`config.mk`:
```
export PLATFORM = sky130hd
export DESIGN_NAME = gpio_byte_access
export DESIGN_NICKNAME = d
export VERILOG_FILES = /design/src/rtl/gpio_ba_pkg.sv /design/src/rtl/gpio_ba_decode.sv /design/src/rtl/gpio_ba_outreg.sv /design/src/rtl/gpio_ba_readmux.sv /design/src/rtl/gpio_byte_access.sv
export SDC_FILE = /design/constraint.sdc
export NUM_CORES = 1
export LEC_CHECK = 0
export BUFFER_PORTS_ARGS = -buffer_cell sky130_fd_sc_hd__buf_2
export CAP_MARGIN = 20
export CORE_AREA = 2 2 329 331
export DETAILED_ROUTE_END_ITERATION = 16
export DIE_AREA = 0 0 331 333
export PLACE_DENSITY = 0.45
export SYNTH_ARGS = -nofsm -noshare
export SYNTH_HDL_FRONTEND = slang
export SYNTH_HIERARCHICAL = 1
export SYNTH_SLANG_ARGS = --single-unit
```
`constraint.sdc`:
```
create_clock -name clk -period 2.6 [get_ports clk]
set_input_delay 0.52 -clock clk [delete_from_list [all_inputs] [get_ports clk]]
set_output_delay 0.52 -clock clk [all_outputs]
set_load 0.005 [all_outputs]
```
`src/rtl/gpio_ba_pkg.sv`:
```
// Package gpio_ba_pkg
// Shared constants for the byte-mapped GPIO access port.
// Assumes a 32-bit bus word, which holds four byte lanes.
package gpio_ba_pkg;
    localparam int unsigned LANES   = 4;
    localparam int unsigned LANE_W  = 8;
    localparam int unsigned BUS_W   = LANES * LANE_W;
    localparam int unsigned LANE_AW = $clog2(LANES);
endpackage

```
`src/rtl/gpio_ba_decode.sv`:
```
// Module gpio_ba_decode
// Builds the implemented-pin mask from the per-port pin counts.
// Assumes each count field is CNT_W bits wide, with port 0 in the least
// significant field, and that a count never exceeds PORT_W.
module gpio_ba_decode #(
    parameter int unsigned NUM_PORTS = 8,
    parameter int unsigned PORT_W    = 32,
    parameter int unsigned CNT_W     = 6,
    parameter logic [NUM_PORTS*CNT_W-1:0] PORT_PINS = '1,
    localparam int unsigned NPINS = NUM_PORTS * PORT_W
) (
    output logic [NPINS-1:0] pin_impl
);
    // One constant mask bit per pin: set when the pin lies below its port's count.
    for (genvar p = 0; p < NPINS; p++) begin : g_impl
        localparam int unsigned PORT_IDX = p / PORT_W;
        localparam int unsigned PIN_IDX  = p % PORT_W;
        localparam int unsigned COUNT    = int'(PORT_PINS[PORT_IDX*CNT_W +: CNT_W]);
        assign pin_impl[p] = (PIN_IDX < COUNT);
    end
endmodule

```
`src/rtl/gpio_ba_outreg.sv`:
```
// Module gpio_ba_outreg
// Holds one output register per pin. A write loads bit 0 of the pin's
// byte lane when the word address matches, the lane strobe is set and the
// pin is implemented. Assumes wr_en is already qualified by the select.
module gpio_ba_outreg
    import gpio_ba_pkg::*;
#(
    parameter int unsigned NPINS   = 256,
    parameter int unsigned WADDR_W = 6
) (
    input  logic               clk,
    input  logic               rst_n,
    input  logic               wr_en,
    input  logic [WADDR_W-1:0] waddr,
    input  logic [LANES-1:0]   be,
    input  logic [BUS_W-1:0]   wdata,
    input  logic [NPINS-1:0]   pin_impl,
    output logic [NPINS-1:0]   pin_out
);
    for (genvar p = 0; p < NPINS; p++) begin : g_pin
        localparam int unsigned WORD = p / LANES;
        localparam int unsigned LANE = p % LANES;
        logic hit;
        // Write hit for this pin: matching word, strobed lane, implemented pin.
        assign hit = wr_en && (waddr == WADDR_W'(WORD)) && be[LANE] && pin_impl[p];
        // Pin output register: reset low, loads lane bit 0 on a hit.
        always_ff @(posedge clk) begin
            if (!rst_n)   pin_out[p] <= 1'b0;
            else if (hit) pin_out[p] <= wdata[LANE*LANE_W];
        end
    end
endmodule

```
`src/rtl/gpio_ba_readmux.sv`:
```
// Module gpio_ba_readmux
// Selects the four pins of the addressed word and formats each one as a
// 0x00 or 0x01 byte. The result is registered on a read access and held
// between reads. Assumes pin_in has already been synchronised.
module gpio_ba_readmux
    import gpio_ba_pkg::*;
#(
    parameter int unsigned NPINS   = 256,
    parameter int unsigned WADDR_W = 6
) (
    input  logic               clk,
    input  logic               rst_n,
    input  logic               rd_en,
    input  logic [WADDR_W-1:0] waddr,
    input  logic [NPINS-1:0]   pin_in,
    input  logic [NPINS-1:0]   pin_ie,
    input  logic [NPINS-1:0]   pin_impl,
    output logic [BUS_W-1:0]   rdata
);
    logic [BUS_W-1:0] rdata_nxt;

    for (genvar k = 0; k < LANES; k++) begin : g_lane
        logic [WADDR_W+LANE_AW-1:0] idx;
        assign idx = {waddr, LANE_AW'(k)};
        // Lane byte: level in bit 0 when enabled and implemented, upper bits zero.
        assign rdata_nxt[k*LANE_W +: LANE_W] =
            {{(LANE_W-1){1'b0}}, pin_in[idx] & pin_ie[idx] & pin_impl[idx]};
    end

    // Read data register: cleared by reset, loaded on each read access.
    always_ff @(posedge clk) begin
        if (!rst_n)      rdata <= '0;
        else if (rd_en)  rdata <= rdata_nxt;
    end
endmodule

```
`src/rtl/gpio_byte_access.sv`:
```
// Module gpio_byte_access
// Bus front end that gives each GPIO pin its own byte address: pin m of
// port n is at byte address n*PORT_W+m. Assumes PORT_W is a multiple of 4
// and a bus that carries a word address with one strobe per byte.
module gpio_byte_access
    import gpio_ba_pkg::*;
#(
    parameter int unsigned NUM_PORTS = 8,
    parameter int unsigned PORT_W    = 32,
    parameter int unsigned CNT_W     = 6,
    parameter logic [NUM_PORTS*CNT_W-1:0] PORT_PINS =
        {6'd4, 6'd32, 6'd32, 6'd8, 6'd32, 6'd16, 6'd32, 6'd32},
    localparam int unsigned NPINS   = NUM_PORTS * PORT_W,
    localparam int unsigned ADDR_W  = $clog2(NPINS),
    localparam int unsigned WADDR_W = ADDR_W - LANE_AW
) (
    input  logic               clk,
    input  logic               rst_n,
    input  logic               bus_sel,
    input  logic               bus_wr,
    input  logic [WADDR_W-1:0] bus_waddr,
    input  logic [LANES-1:0]   bus_be,
    input  logic [BUS_W-1:0]   bus_wdata,
    output logic [BUS_W-1:0]   bus_rdata,
    input  logic [NPINS-1:0]   pin_in,
    input  logic [NPINS-1:0]   pin_ie,
    output logic [NPINS-1:0]   pin_out
);
    logic [NPINS-1:0] pin_impl;
    logic             wr_en;
    logic             rd_en;

    // Access qualifiers for the two directions.
    assign wr_en = bus_sel &  bus_wr;
    assign rd_en = bus_sel & ~bus_wr;

    gpio_ba_decode #(
        .NUM_PORTS (NUM_PORTS),
        .PORT_W    (PORT_W),
        .CNT_W     (CNT_W),
        .PORT_PINS (PORT_PINS)
    ) u_decode (
        .pin_impl (pin_impl)
    );

    gpio_ba_outreg #(
        .NPINS   (NPINS),
        .WADDR_W (WADDR_W)
    ) u_outreg (
        .clk      (clk),
        .rst_n    (rst_n),
        .wr_en    (wr_en),
        .waddr    (bus_waddr),
        .be       (bus_be),
        .wdata    (bus_wdata),
        .pin_impl (pin_impl),
        .pin_out  (pin_out)
    );

    gpio_ba_readmux #(
        .NPINS   (NPINS),
        .WADDR_W (WADDR_W)
    ) u_readmux (
        .clk      (clk),
        .rst_n    (rst_n),
        .rd_en    (rd_en),
        .waddr    (bus_waddr),
        .pin_in   (pin_in),
        .pin_ie   (pin_ie),
        .pin_impl (pin_impl),
        .rdata    (bus_rdata)
    );
endmodule

```
# After elaboration in Yosys (flattened, before gate mapping)
# Memory sizes are Yosys's and may differ from the RTL's.
# Cells that the tools add are included.
dict set report word_totals {
  register_bits 192
  latchBits 0
  ramBits 0
  rom_bits 64
  in_bits 558
  out_inout_bits 288
  elab_cells 507
  memories 1
}
# memory words width read_ports rd_ports_with_merged_regs write_ports line_no
set mem_list {}
lappend mem_list {{(no name shown)} 64 1 1 0 0 gpio_ba_readmux.sv:27} ;# {{(LANE_W-1){1'b0}}, pin_in[idx] & pin_ie[idx] & pin_impl[idx]};
dict set report classes {
  addsub 0
  multipliers 0
  n_div 0
  order_cmp 4
  n_eq_ne 46
  shifts 0
  mux 20
  n_bitwise 11
  n_reduce_logical 236
}
# op n
set ops {}
lappend ops {{1-bit logical AND} 235}
lappend ops {{6-bit equality test (second input constant)} 19}
lappend ops {{6-bit by 5-bit equality test with 1-bit output (second input constant)} 12}
lappend ops {{1-bit binary-select mux with 6-bit select} 8}
lappend ops {{6-bit by 4-bit equality test with 1-bit output (second input constant)} 8}
lappend ops {{8-bit by 9-bit less-than comparator with 1-bit output (second input constant)} 4}
lappend ops {{6-bit by 3-bit equality test with 1-bit output (second input constant)} 4}
lappend ops {{6-bit by 2-bit equality test with 1-bit output (second input constant)} 2}
lappend ops {{1-bit 2-to-1 mux} 12}
lappend ops {{1-bit AND} 10}
lappend ops {{6-bit by 1-bit equality test with 1-bit output (second input constant)} 1}
lappend ops {{6-bit zero test} 1}
lappend ops {{1-bit inverter} 1}

# Longest topological paths before layout
dict set report depth {
  depth_word 4
  ltp_mapped 11
  mapped_depth_nobuf 6
}

# Hierarchy
# Netlist, hierarchy kept.
# mod instances cells_each area_each_um2 seq_area_each_um2
set modules_own_cells {}
lappend modules_own_cells {gpio_ba_outreg 1 1179 11024.3 5124.9}
lappend modules_own_cells {gpio_ba_readmux 1 639 4470.5 80.1}
lappend modules_own_cells {gpio_ba_decode 1 258 1929.4 0.0}
lappend modules_own_cells {gpio_byte_access 1 2 16.3 0.0}

# Worst setup path before layout
# No wires, ideal clock.
dict set report synth_timing {
  kind {input -> register}
  startpoint {in bus_waddr[2]}
  endpoint {reg u_readmux.rdata[16]}
  setup_time_ps 86
  t_arrival_ps 2115
  required_ps 2514
  slack_ps 400
  path_stages 8
  path_buffers 2
  path_cell_list {buf_2 -> inv_2 -> buf_1 -> mux4_2 -> a22oi_1 -> o21ai_0 -> a31o_2 -> a211oi_1}
}
dict set report synth_between {
  elab_chain_cells 4
  elab_cells_between_ends 8
  cone_classes {mux (5); bitwise (2); memory (1)}
}
# element line_no
set synth_lines {}
lappend synth_lines {{from (decl)} gpio_byte_access.sv:21} ;# input logic [WADDR_W-1:0] bus_waddr,
lappend synth_lines {{1-bit binary-select mux with 6-bit select} gpio_ba_readmux.sv:27}
lappend synth_lines {{1-bit 2-to-1 mux (implied by the code)} gpio_ba_readmux.sv:27}
lappend synth_lines {{1-bit AND} gpio_ba_readmux.sv:27}
lappend synth_lines {{1-bit AND (*)} gpio_ba_readmux.sv:27}
lappend synth_lines {{to (signal assigned)} gpio_ba_readmux.sv:33} ;# else if (rd_en) rdata <= rdata_nxt;
lappend synth_lines {{to (decl)} gpio_ba_readmux.sv:18} ;# output logic [BUS_W-1:0] rdata
# Every way passes the cells marked *; elsewhere a longest branch is shown, timed or not. The select of a mux whose other input is x is not followed.
# A chain may end at the register's enable or synchronous reset.

# Worst setup path in the final report
# Ends and elaborated chain as after synthesis.

==> results.tsv <==
stage	metric	value	unit
status	status	complete, no violations	
clock_network	cts_buffer_depth	3	
place	gp_congestion	0.913	
logic_synthesis	ys_top_cells_by_area	dfxtp_1 (30%), mux2i_1 (15%), buf_4 (14%)	
logic_synthesis	synthesis.area	17400	um^2
global_route	grt_pass1_vias	18914	
place	port_buffers	789	
logic_synthesis	ys_types	62	
floorplanning	die_height	333	um
place	placed_cells	4288	
finish	drive_gt1_frac	0.382	
sta	fin_skew	0	ns
sta	whs	0.402	ns
pwr	ir_drop	309	uV
clock_network	cts-hold-fix-buffers	0	
logic_synthesis	synth_edf_count	0	
finish	fillCellCount	12061	
sta	fin_crit_sh	0.863	
floorplanning	initial_utilization	0.164	
worst_setup_path	crit_required	3.07	ns
clock_network	cts_tree	built	
clock_network	clkSlewWorstSetupHoldPaths	0.06	ns
worst_setup_path	rr_worst_depth	3	
worst_setup_path	cp-end-kind	register	
worst_setup_path	cp_top_family	simple AND/OR/NAND/NOR gates	
sta	fin_ws	0.355	ns
pwr	power_density	473	nW/um^2
worst_setup_path	crit_buf_inv	3	
worst_setup_path	worst-setup-path-type	primary input to register	
sta	report.final.slew_viol_count	0	
logic_synthesis	synth_ff_type	dfxtp_1	
sta	max_freq	446	MHz
clock_network	cts_setup_buffers	0	
routing	post_drt_via_cell_ratio	4.24	
routing	wl	120000	um
floorplanning	core-area	107000	um^2
global_route	overflow	0	
pwr	p_leak	12.4	nW
logic_synthesis	async_flop_share	0	
worst_hold_path	worstHoldEndpoint	u_outreg/pin_out[61]	
place	dp_slack	-0.341	ns
routing	wl_per_cell	27.5	um
global_route	grt_start_max_net_pins	84	
worst_setup_path	r2r_slack	1.73	ns
floorplanning	rows	120	
sta	setup_viol	0	
floorplanning	io_pins	846	
worst_setup_path	crit_top_cell	buf_4	
logic_synthesis	synth_top_cell_by_area	dfxtp_1	
finish	final_util	0.231	
global_route	antenna_found_initial	23	
logic_synthesis	synth_seq_cells	260	
logic_synthesis	ys_warn_count	6	
worst_setup_path	r2r_start	u_readmux/rdata[16]	
floorplanning	die-area	110000	um^2
logic_synthesis	synth.most_common_cell	nand3_1	
sta	hold_viol_final	0	
logic_synthesis	syn-instance-count	2078	
logic_synthesis	avgSynthCellArea	8.39	um^2
worst_hold_path	hold_class	primary input to register	
routing	final_antenna_net_count	0	
worst_setup_path	crit_chain	buf_4, nor2_1, o211ai_1, nand4_1, nor3_1, buf_4, a211oi_1, buf_4, a211oi_1	
worst_setup_path	critical_path_arrival	2.71	ns
clock_network	cts-root-buf	clkbuf_16	
worst_hold_path	hp-start	rst_n	
sta	rsz0062_at_grt	false	
logic_synthesis	ys_seq_area_frac	0.298	
routing	dr.pass1.iters	7	
run	max_cap_violations	0	
worst_setup_path	slowest_stage	nor2_1	
global_route	grt_usage	0.211	
clock_network	htree_num_levels	2	
worst_hold_path	whs_path_depth	3	
sta	min_period	2.24	ns
routing	drt_iter0_drc	1012	
routing	drcViolationCount	0	
logic_synthesis	synth_top_area_share	0.298	
worst_setup_path	critPathMaxStageDelay	0.58	ns
sta	tightest_slew	1.03	ns
worst_setup_path	startpoint_type	primary input	
global_route	grt_pass1_wl	158000	um
floorplanning	die_w	331	um
sta	relSlewSlack	0.308	
place	dp_hpwl	96900	um
clock_network	numCtsBuffers	39	
finish	nets	3484	
routing	vias	18525	
clock_network	clkLatencyLatePin	0.58	ns
worst_setup_path	crit_fanout	17	
logic_synthesis	synth_common_cells	nand3_1 (369), nand2_1 (336), buf_4 (315)	
finish	syn_to_final_growth	40.9	%
worst_setup_path	r2r-end	u_readmux/rdata[16]	
clock_network	cts.sinks	260	
clock_network	cts_resized	0	
finish	stdcell_count	4365	
## cell usage in the layout, fill, tap and decap left out, types with 14 or more instances in the layout
cell / netlist / routed
dfxtp_1: 260 / 260
buf_4: 315 / 152
nand4_1: 69 / 69
o211ai_1: 50 / 50
mux2i_1: 268 / 268
mux4_2: 36 / 36
conb_1: 3 / 284
nand3_1: 369 / 369
nand2_1: 336 / 332
nor2_1: 14 / 14
buf_2: 51 / 784
clkbuf_16: 0 / 40
o21ai_0: 63 / 63
buf_12: 0 / 42
## layer usage
| metal | GRT usage | up-vias | wire length (um) |
|---|---|---|---|
| met5 | 0 | - | 81 |
| met4 | 0.0567 | 12 | 3280 |
| met3 | 0.0437 | 136 | 6980 |
| met2 | 0.360 | 754 | 57200 |
| met1 | 0.268 | 8986 | 52500 |
| li1 | - | 8637 | - |
## tightest hold or removal path, cell delays in order
cell     delay (ns)
buf_8          0.21
nand2_1        0.13
mux2i_1        0.05
## flip-flops by register name (all words and copies together), names as in the netlist
signal,flops
u_readmux/rdata,4
u_outreg/pin_out,256
## report_power, final
group          switching (W)  leakage, nW  internal [W]
logic                0.00127         9.62      0.000796
clock network        0.00229        0.650       0.00326
registers         0.00000636         2.09       0.00399
total                0.00357         12.4       0.00805
## area by class of cell
type | count | area (um^2) | share of cell area
Timing Repair Buffer | 981 | 5950 | 0.242
Tap cell | 1403 | 1760 | 0.0714
Multi-Input combinational cell | 1638 | 10300 | 0.420
Clock inverter | 21 | 196 | 0.00799
Clock buffer | 51 | 1120 | 0.0457
Sequential cell | 260 | 5200 | 0.212
Antenna cell | 5 | 12.5 | 0.000509
Inverter | 6 | 22.5 | 0.000916
## worst max-delay path by stage
stage / start / endpoint / slack (ns) / cells past startpoint
final: bus_waddr[2] / u_readmux/rdata[16] / 0.36 / 9
after global routing: bus_waddr[2] / u_readmux/rdata[24] / 0.22 / 9
after CTS: bus_waddr[2] / u_readmux/rdata[16] / 0.33 / 9
after detailed placement: bus_waddr[2] / u_readmux/rdata[16] / -0.34 / 9
after global placement: bus_waddr[2] / u_readmux/rdata[16] / -0.34 / 9
after floorplan: bus_waddr[2] / u_readmux/rdata[16] / 0.40 / 8
## metrics by stage
stage | TNS, ns | power (W) | cell area, um^2
finish | 0 | 0.0116 | 24600
global route | 0 | 0.0121 | 24600
CTS | 0 | 0.0118 | 24600
detailed placement | -1.05 | 0.00607 | 23200
global placement | -1.16 | 0.00607 | 23200
floorplan | 0 | 0.00514 | 18500
## logic make-up after synthesis
| logic type | after synthesis | synth area share |
|---|---|---|
| other | 3 | 0.000646 |
| multiplexers | 312 | 0.208 |
| flip-flops | 260 | 0.298 |
| buffers and inverters | 461 | 0.177 |
| AO/OA/AOI/OAI | 176 | 0.0680 |
| AND/OR/NAND/NOR | 866 | 0.248 |
Note: power is estimated with default switching activity, not from simulation.
